`src/rtl/sar_host_pkg.sv`:
```
package sar_host_pkg;
   typedef enum logic [1:0] {
      ST_IDLE  = 2'd0,
      ST_CNV   = 2'd1,
      ST_WAIT  = 2'd2,
      ST_SHIFT = 2'd3
   } sar_state_t;
endpackage

```
`src/rtl/sar_tick_div.sv`:
```
// Emits a one-cycle tick every DIV cycles while run is high.
module sar_tick_div #(
   parameter int DIV = 2
) (
   input  logic clk,
   input  logic rst_n,
   input  logic run,
   output logic tick
);
   localparam int CW = (DIV < 2) ? 1 : $clog2(DIV);
   localparam logic [CW-1:0] TOP = CW'(DIV - 1);

   logic [CW-1:0] cnt;

   assign tick = run && (cnt == TOP);

   always_ff @(posedge clk or negedge rst_n) begin
      if (!rst_n)     cnt <= '0;
      else if (!run)  cnt <= '0;
      else if (tick)  cnt <= '0;
      else            cnt <= cnt + 1'b1;
   end
endmodule

```
`src/rtl/sar_busy_timer.sv`:
```
// Counts while armed; flags expiry after LIMIT armed cycles.
module sar_busy_timer #(
   parameter int LIMIT = 256
) (
   input  logic clk,
   input  logic rst_n,
   input  logic arm,
   output logic expired
);
   localparam int CW = $clog2(LIMIT + 1);
   localparam logic [CW-1:0] TOP = CW'(LIMIT - 1);

   logic [CW-1:0] cnt;

   assign expired = arm && (cnt == TOP);

   always_ff @(posedge clk or negedge rst_n) begin
      if (!rst_n)        cnt <= '0;
      else if (!arm)     cnt <= '0;
      else if (!expired) cnt <= cnt + 1'b1;
   end
endmodule

```
`src/rtl/sar_rx_shift.sv`:
```
// MSB-first capture register.
module sar_rx_shift #(
   parameter int W = 14
) (
   input  logic         clk,
   input  logic         rst_n,
   input  logic         clr,
   input  logic         shift_en,
   input  logic         din,
   output logic [W-1:0] q
);
   always_ff @(posedge clk or negedge rst_n) begin
      if (!rst_n)        q <= '0;
      else if (clr)      q <= '0;
      else if (shift_en) q <= {q[W-2:0], din};
   end
endmodule

```
`src/rtl/sar_host_ctrl.sv`:
```
module sar_host_ctrl #(
   parameter int DATA_W     = 14,
   parameter int CFG_W      = 14,
   parameter int SCK_DIV    = 2,
   parameter int CNV_HIGH   = 3,
   parameter int TMO_MAX    = 200,
   parameter bit RB_SUPPORT = 1'b1
) (
   input  logic              clk,
   input  logic              rst_n,
   input  logic              start_i,
   input  logic [CFG_W-1:0]  cfg_i,
   input  logic              rdback_i,
   output logic              ready_o,
   output logic [DATA_W-1:0] result_o,
   output logic [CFG_W-1:0]  cfg_rb_o,
   output logic              valid_o,
   output logic              timeout_o,
   output logic              cnv_o,
   output logic              sck_o,
   output logic              sdi_o,
   input  logic              sdo_i
);
   import sar_host_pkg::*;

   localparam int RX_W     = RB_SUPPORT ? DATA_W + CFG_W : DATA_W;
   localparam int MAX_FALL = DATA_W + CFG_W + 1;
   localparam int FCW      = $clog2(MAX_FALL + 1);
   localparam int HCW      = $clog2(CNV_HIGH + 1);
   localparam logic [FCW-1:0] LAST_RB  = FCW'(DATA_W + CFG_W + 1);
   localparam logic [FCW-1:0] LAST_NRB = FCW'(DATA_W + 1);
   localparam logic [HCW-1:0] HI_TOP   = HCW'(CNV_HIGH - 1);

   initial begin
      assert (DATA_W >= 2 && CFG_W >= 2) else $error("word widths too small");
      assert (SCK_DIV >= 1)              else $error("SCK_DIV must be >= 1");
      assert (CNV_HIGH >= 1)             else $error("CNV_HIGH must be >= 1");
      assert (TMO_MAX >= 2)              else $error("TMO_MAX must be >= 2");
   end

   sar_state_t        st;
   logic [HCW-1:0]    hi_cnt;
   logic [FCW-1:0]    fall_cnt;
   logic [CFG_W-1:0]  cfg_sr;
   logic              rb_q;
   logic              tick, expired, cap_en, rx_clr;
   logic [RX_W-1:0]   rx_q;
   logic [DATA_W-1:0] res_next;
   logic [CFG_W-1:0]  cfg_next;
   logic [FCW-1:0]    last_fall;

   assign ready_o   = (st == ST_IDLE);
   assign last_fall = rb_q ? LAST_RB : LAST_NRB;
   assign cap_en    = (st == ST_SHIFT) && tick && sck_o && (fall_cnt != '0);
   assign rx_clr    = (st == ST_IDLE) && start_i;

   sar_tick_div #(.DIV(SCK_DIV)) u_div (
      .clk(clk), .rst_n(rst_n), .run(st == ST_SHIFT), .tick(tick));

   sar_busy_timer #(.LIMIT(TMO_MAX)) u_tmr (
      .clk(clk), .rst_n(rst_n), .arm(st == ST_WAIT), .expired(expired));

   sar_rx_shift #(.W(RX_W)) u_rx (
      .clk(clk), .rst_n(rst_n), .clr(rx_clr), .shift_en(cap_en),
      .din(sdo_i), .q(rx_q));

   generate
      if (RB_SUPPORT) begin : g_rb
         assign res_next = rb_q ? rx_q[RX_W-1 -: DATA_W] : rx_q[DATA_W-1:0];
         assign cfg_next = rx_q[CFG_W-1:0];
      end else begin : g_norb
         assign res_next = rx_q;
         assign cfg_next = '0;
      end
   endgenerate

   always_ff @(posedge clk or negedge rst_n) begin
      if (!rst_n) begin
         st        <= ST_IDLE;
         hi_cnt    <= '0;
         fall_cnt  <= '0;
         cfg_sr    <= '0;
         rb_q      <= 1'b0;
         cnv_o     <= 1'b0;
         sck_o     <= 1'b1;
         sdi_o     <= 1'b0;
         valid_o   <= 1'b0;
         timeout_o <= 1'b0;
         result_o  <= '0;
         cfg_rb_o  <= '0;
      end else begin
         valid_o   <= 1'b0;
         timeout_o <= 1'b0;
         unique case (st)
            ST_IDLE: if (start_i) begin
               cfg_sr <= cfg_i;
               rb_q   <= rdback_i & RB_SUPPORT;
               cnv_o  <= 1'b1;
               hi_cnt <= '0;
               st     <= ST_CNV;
            end
            ST_CNV: begin
               hi_cnt <= hi_cnt + 1'b1;
               if (hi_cnt == HI_TOP) begin
                  cnv_o <= 1'b0;
                  st    <= ST_WAIT;
               end
            end
            ST_WAIT: begin
               if (!sdo_i) begin
                  fall_cnt <= '0;
                  st       <= ST_SHIFT;
               end else if (expired) begin
                  timeout_o <= 1'b1;
                  st        <= ST_IDLE;
               end
            end
            ST_SHIFT: if (tick) begin
               if (sck_o) begin
                  sck_o    <= 1'b0;
                  fall_cnt <= fall_cnt + 1'b1;
                  sdi_o    <= cfg_sr[CFG_W-1];
                  cfg_sr   <= {cfg_sr[CFG_W-2:0], 1'b0};
               end else begin
                  sck_o <= 1'b1;
                  if (fall_cnt == last_fall) begin
                     sdi_o    <= 1'b0;
                     result_o <= res_next;
                     if (rb_q) cfg_rb_o <= cfg_next;
                     valid_o  <= 1'b1;
                     st       <= ST_IDLE;
                  end
               end
            end
            default: st <= ST_IDLE;
         endcase
      end
   end
endmodule

```
`config.mk`:
```
export PLATFORM = sky130hd
export DESIGN_NAME = sar_host_ctrl
export DESIGN_NICKNAME = d
export VERILOG_FILES = /design/src/rtl/sar_host_pkg.sv /design/src/rtl/sar_tick_div.sv /design/src/rtl/sar_busy_timer.sv /design/src/rtl/sar_rx_shift.sv /design/src/rtl/sar_host_ctrl.sv
export SDC_FILE = /design/constraint.sdc
export NUM_CORES = 1
export LEC_CHECK = 0
export CORE_UTILIZATION = 44
export DETAILED_ROUTE_END_ITERATION = 10
export PLACE_DENSITY = 0.68
export SYNTH_ARGS = -nofsm -noshare
export SYNTH_HDL_FRONTEND = slang
export SYNTH_SLANG_ARGS = --single-unit
```
`constraint.sdc`:
```
create_clock -name clk -period 2 [get_ports clk]
set_clock_uncertainty 0.05 [all_clocks]
set_input_delay 0.2 -clock clk [delete_from_list [all_inputs] [get_ports clk]]
set_output_delay 0.2 -clock clk [all_outputs]
set_load 0.02 [all_outputs]
```
## Word-level counts from Yosys, hierarchy flattened

Index checks and enable logic that the tools add are counted.

- Logic and storage cells: 97
- Register bits: 94

- Reductions and logical operators: 23
- Bitwise gates (word level): 1
- Eq/ne operators: 15
- Add/sub/neg operators: 4
- Mux-type cells: 39

Operator list:

| operator | number |
|---|---|
| two-way mux 14 bit | 4 |
| two-way mux 28 bit | 2 |
| case mux 14 bit (2 select lines) | 1 |
| two-way mux 5 bit | 4 |
| two-way mux 2 bit | 8 |
| two-way mux 8 bit | 2 |
| != test 2 bit (second input constant) | 8 |
| two-way mux 1 bit | 14 |
| AND reduction 4 bit | 3 |
| case mux 5 bit (2 select lines) | 1 |
| nonzero test 2 bit | 5 |
| adder 8 x 1 -> 8 bit (second input constant) | 1 |
| == test 8 bit (second input constant) | 1 |
| case mux 2 bit (4 select lines) | 1 |
| == test 2 bit (second input constant) | 3 |
| logical AND 1 bit | 6 |
| AND reduction 2 bit | 3 |
| AND reduction 3 bit | 2 |
| AND reduction 6 bit | 1 |
| adder 5 x 1 -> 5 bit (second input constant) | 1 |
| == test 5 bit | 1 |
| AND reduction 5 bit | 1 |
| nonzero test 5 bit | 1 |
| case mux 2 bit (2 select lines) | 1 |
| other kinds (7) | 7 |

## Depth between registers and ports, before layout

Gate-level depths: netlist (run 1).

- Depth after elaboration: 7
- Depth in mapped cells: 7
- Mapped depth without buffers: 6

## Cells and area by module

A second synthesis (run 1) with hierarchy kept.

- Cell total of the unflattened synthesis: 356
- Area total of the unflattened synthesis: 4345.4 µm²

By module, submodules not included:

| module | instances | area an instance (µm²) | cells each |
|---|---|---|---|
| sar_host_ctrl | 1 | 2721.4 | 220 |
| sar_rx_shift | 1 | 1152.4 | 90 |
| sar_busy_timer | 1 | 430.4 | 43 |
| sar_tick_div | 1 | 41.3 | 3 |

## Least setup slack after synthesis (run 1)

Ideal clock, no wire load.

- Kind: flip-flop to flip-flop
- Start: register rb_q
- End: register cfg_rb_o[10]
- Setup time: 0.125 ns
- Buffers on the path: 2
- Arrival: 1.864 ns
- Path slack: -0.039 ns
- Stages on the path, launching flop included: 7
- Cell sequence: dfrtp_1 -> buf_2 -> or3b_4 -> a2111oi_4 -> nand2_2 -> buf_6 -> mux2_4

- Word-level cells in the longest chain between the ends: 3

Ends and longest elaborated chain:

| what | line | source |
|---|---|---|
| start, declared | sar_host_ctrl.sv:45 | `logic rb_q;` |
| start signal, assigned | sar_host_ctrl.sv:97 | `rb_q <= rdback_i & RB_SUPPORT;` |
| two-way mux 5 bit | sar_host_ctrl.sv:53 | `assign last_fall = rb_q ? LAST_RB : LAST_NRB;` |
| == test 5 bit | sar_host_ctrl.sv:126 | `if (fall_cnt == last_fall) begin` |
| AND reduction 5 bit (no line) * | n/a |  |
| end signal, assigned | sar_host_ctrl.sv:129 | `if (rb_q) cfg_rb_o <= cfg_next;` |
| end, declared | sar_host_ctrl.sv:16 | `output logic [CFG_W-1:0] cfg_rb_o,` |

Mark *: on every way between the ends. The rest lies on a longest branch, timed or not.
A chain may end at the register's enable or synchronous reset.

## Worst setup path in the final report (run 1)

- Start: register rb_q
- End: register cfg_rb_o[12]

The elaborated chain is that of the path after synthesis.

==> results.yml, run 1 <==
finish:
  n_antenna_cell: 0
  n_fill_cell: 747
  layout.nets: 417
  multi_input_area_sq_um: 1520
  fin_util_pct: 56.4
  final_area_sq_um: 4920
  layout-area-overhead-vs-synth_pct: 23.8
  final-seq-area_sq_um: 2350
  drive_gt1_share_pct: 13.5
job:
  cap_violations: 0
pwr:
  power_frac_seq_pct: 58.9
  ir_worst_vdd_mv: 0.303
  intPower_w: 0.00245
  clkPwrFrac_pct: 38.1
  switchingPower_w: 0.000812
  p_leak_nw: 2.22
  pwr-share-comb_pct: 3.0
  p_per_area_nw_per_um2: 664
  sw_frac_of_total_pct: 24.9
worst_setup_path:
  setup.worst_path.end_class: "register"
  r2r_setup_slack_ps: 60
  r2r_end: "cfg_rb_o[12]"
  endpoint: "cfg_rb_o[12]"
  arrival_ps: 2150
  rr_worst_depth: 5
  critPathRequiredTime_ps: 2210
  crit_type: "register to register"
  startpoint_type: "register"
  r2r-start: "rb_q"
  critPathLaunch: "rb_q"
  crit_fanout: 13
timing:
  min_period_over_period_pct: 96.9
  final_hold_viol_count: 0
  tns_ps: 0
  slew_headroom_pct: 67.1
  fin_crit_ps: 1940
  setup_ws_ps: 62.8
  slew_violations: 0
  worstMarginPinSlew_ps: 493
  rsz0062_at_grt: "true"
  hold_slack_ps: 336
  fmax_ghz: 0.516
  setup_viol_count_final: 0
routing:
  drtAntennaViolNets: 0
  drtIter0Drc: 179
  drc: 0
  viasPerCell: 5.25
  drt-pass1-iter-count: 4
  wl_met1_um: 3680
  num_vias: 2663
  post_drt_wl_per_cell_um: 14.8
  top_layer: "met4"
  wl_met3_um: 330
  wl_met2_um: 3400
  drt-total-wl_um: 7510
logic_synthesis:
  synth-async-reset-ratio_pct: 100
  syn_area_sq_um: 3980
  synth_most_common_cell: "dfrtp_1"
  synth_top_area_cell: "dfrtp_1"
  synth-edff-count: 0
  ys_types: 35
  synth_seq_cells: 94
  avgSynthCellArea_sq_um: 12.0
  ys_top_cells_by_area: "dfrtp_1 59%, mux2i_1 7.1%, a22o_1 6.2%"
  ys.flop_type: "dfrtp_1"
  ys_warn_count: 0
  synth_seq_area_share_pct: 59.2
  synthTopCellsByCount: "93 x dfrtp_1, 32 x nor2_1, 28 x a22o_1, 28 x mux2i_1, 24 x nand2_1"
  synth_top_area_share_pct: 58.5
  synthCells: 332
  synth_fp_nets: 355
clock_network:
  cts_buffer_depth: 2
  cts_buffers: 9
  insertion_delay_ps: 370
  cts_tree: "done"
  clock-sinks: 94
  clockRootBuffer: "clkbuf_8"
  cts.htree.levels: 3
  cts_setup_buffers: 0
  path_clk_slew_ps: 100
global_routing:
  grt_pass1_wl_um: 12900
  antenna_found_initial: 0
  grt_max_degree: 95
  overflow: 0
  grt_usage_pct: 17.2
  grt_pass1_vias: 2657
run_status:
  status: "finished clean"
place:
  dp_hpwl_um: 4970
  post-place-ws_ps: 70.2
  io_buffers: 52
  gp_congestion: 0.754
  placed_area_sq_um: 4710
floorplanning:
  start_util_pct: 45.6
  core_sq_um: 8720
  die_w_um: 97.1
  fp.dieH_um: 97.1
  die-area_sq_um: 9420
  num_io_pins: 53
  row_count: 34
min_path:
  hp-class: "primary input to register"
  hold_path_depth: 3
worst max-delay path: stages, from the launching register on:
cell	delay [ps]
dfrtp_1	410
or3b_4	420
a2111oi_4	340
nand2_2	130
buf_12	170
mux2_4	300
cells in the final DEF, fill, tap and decap left out, types with 9 or more instances in the layout:
cell type	instances
a22o_1	28
buf_4	14
a21oi_1	19
clkbuf_8	9
mux2i_1	28
mux2_4	10
nand2_1	24
dfrtp_1	93
o21ai_0	22
clkdlybuf4s50_1	50
nor2_1	32
stage by stage:
stage / total power (W) / instances
2_1_floorplan: 0.00197 / 332
3_3_place_gp: 0.00206 / 490
3_5_place_dp: 0.00206 / 490
4_1_cts: 0.00331 / 507
5_1_grt: 0.00339 / 507
6_report: 0.00327 / 507
metal layers:
layer | GRT usage (%) | vias to the layer above
li1 | - | 1301
met1 | 24.3 | 1295
met2 | 25.9 | 57
met3 | 3.60 | 10
met4 | 7.23 | 0
met5 | 0 | -
state kept, by name (all words and copies together), names as in the netlist, 2 cells and up:
signal	cells
cfg_rb_o	14
cfg_sr	14
fall_cnt	5
hi_cnt	2
result_o	14
st	2
u_rx.q	28
u_tmr.cnt	8
power groups by stage:
stage / Clock, W / Combinational [W] / Sequential, W
after floorplan: 0 / 0.0000165 / 0.00196
after global placement: 0 / 0.000100 / 0.00196
after detailed placement: 0 / 0.000102 / 0.00196
after CTS: 0.00128 / 0.000103 / 0.00192
after global routing: 0.00135 / 0.000113 / 0.00193
final: 0.00124 / 0.0000986 / 0.00192
worst min-delay path by stage:
stage | from | end | slack, ps
floorplan | rst_n | cfg_rb_o[0] | -150
detailed placement | rst_n | cfg_rb_o[2] | 240
global route | cfg_i[0] | cfg_sr[0] | 370
global placement | rst_n | result_o[1] | 240
CTS | cfg_i[0] | cfg_sr[0] | 320
finish | cfg_i[0] | cfg_sr[0] | 340
layout make-up:
cell class / instances / share of cell area [%]
sequential: 94 / 47.8
multi-input combinational: 214 / 31.0
timing repair buffer: 69 / 13.9
tap: 108 / 2.75
clock buffer: 9 / 2.52
clock inverter: 7 / 1.55
inverter: 6 / 0.458
timing repair:
item | in CTS | in global routing
hold endpoints to repair | 93 | 0
pin swaps | 0 | 0
endpoints found under the setup margin | 1 | 12
gates resized for setup | 1 | 0
hold buffers | 1 | 0
kinds of logic after synthesis:
group           share of synthesized area, %
mux                                     12.5
compound gates                          13.0
xor+xnor                                2.20
simple gates                            9.25
fa+ha+maj                               1.26
flops                                   59.2
buf+inv                                 2.55
Power figures use the tool's default switching activity.
==> inputs of run 2 (changes only) <==
--- a/config.mk
+++ b/config.mk
@@ -6,6 +6,7 @@
 export NUM_CORES = 1
 export LEC_CHECK = 0
 export CORE_UTILIZATION = 44
+export CTS_CLUSTER_DIAMETER = 80
 export DETAILED_ROUTE_END_ITERATION = 10
 export PLACE_DENSITY = 0.68
 export SYNTH_ARGS = -nofsm -noshare
==> results of run 2 <==
Same layout as run 1: the final DEF is identical, and so are final timing and power.
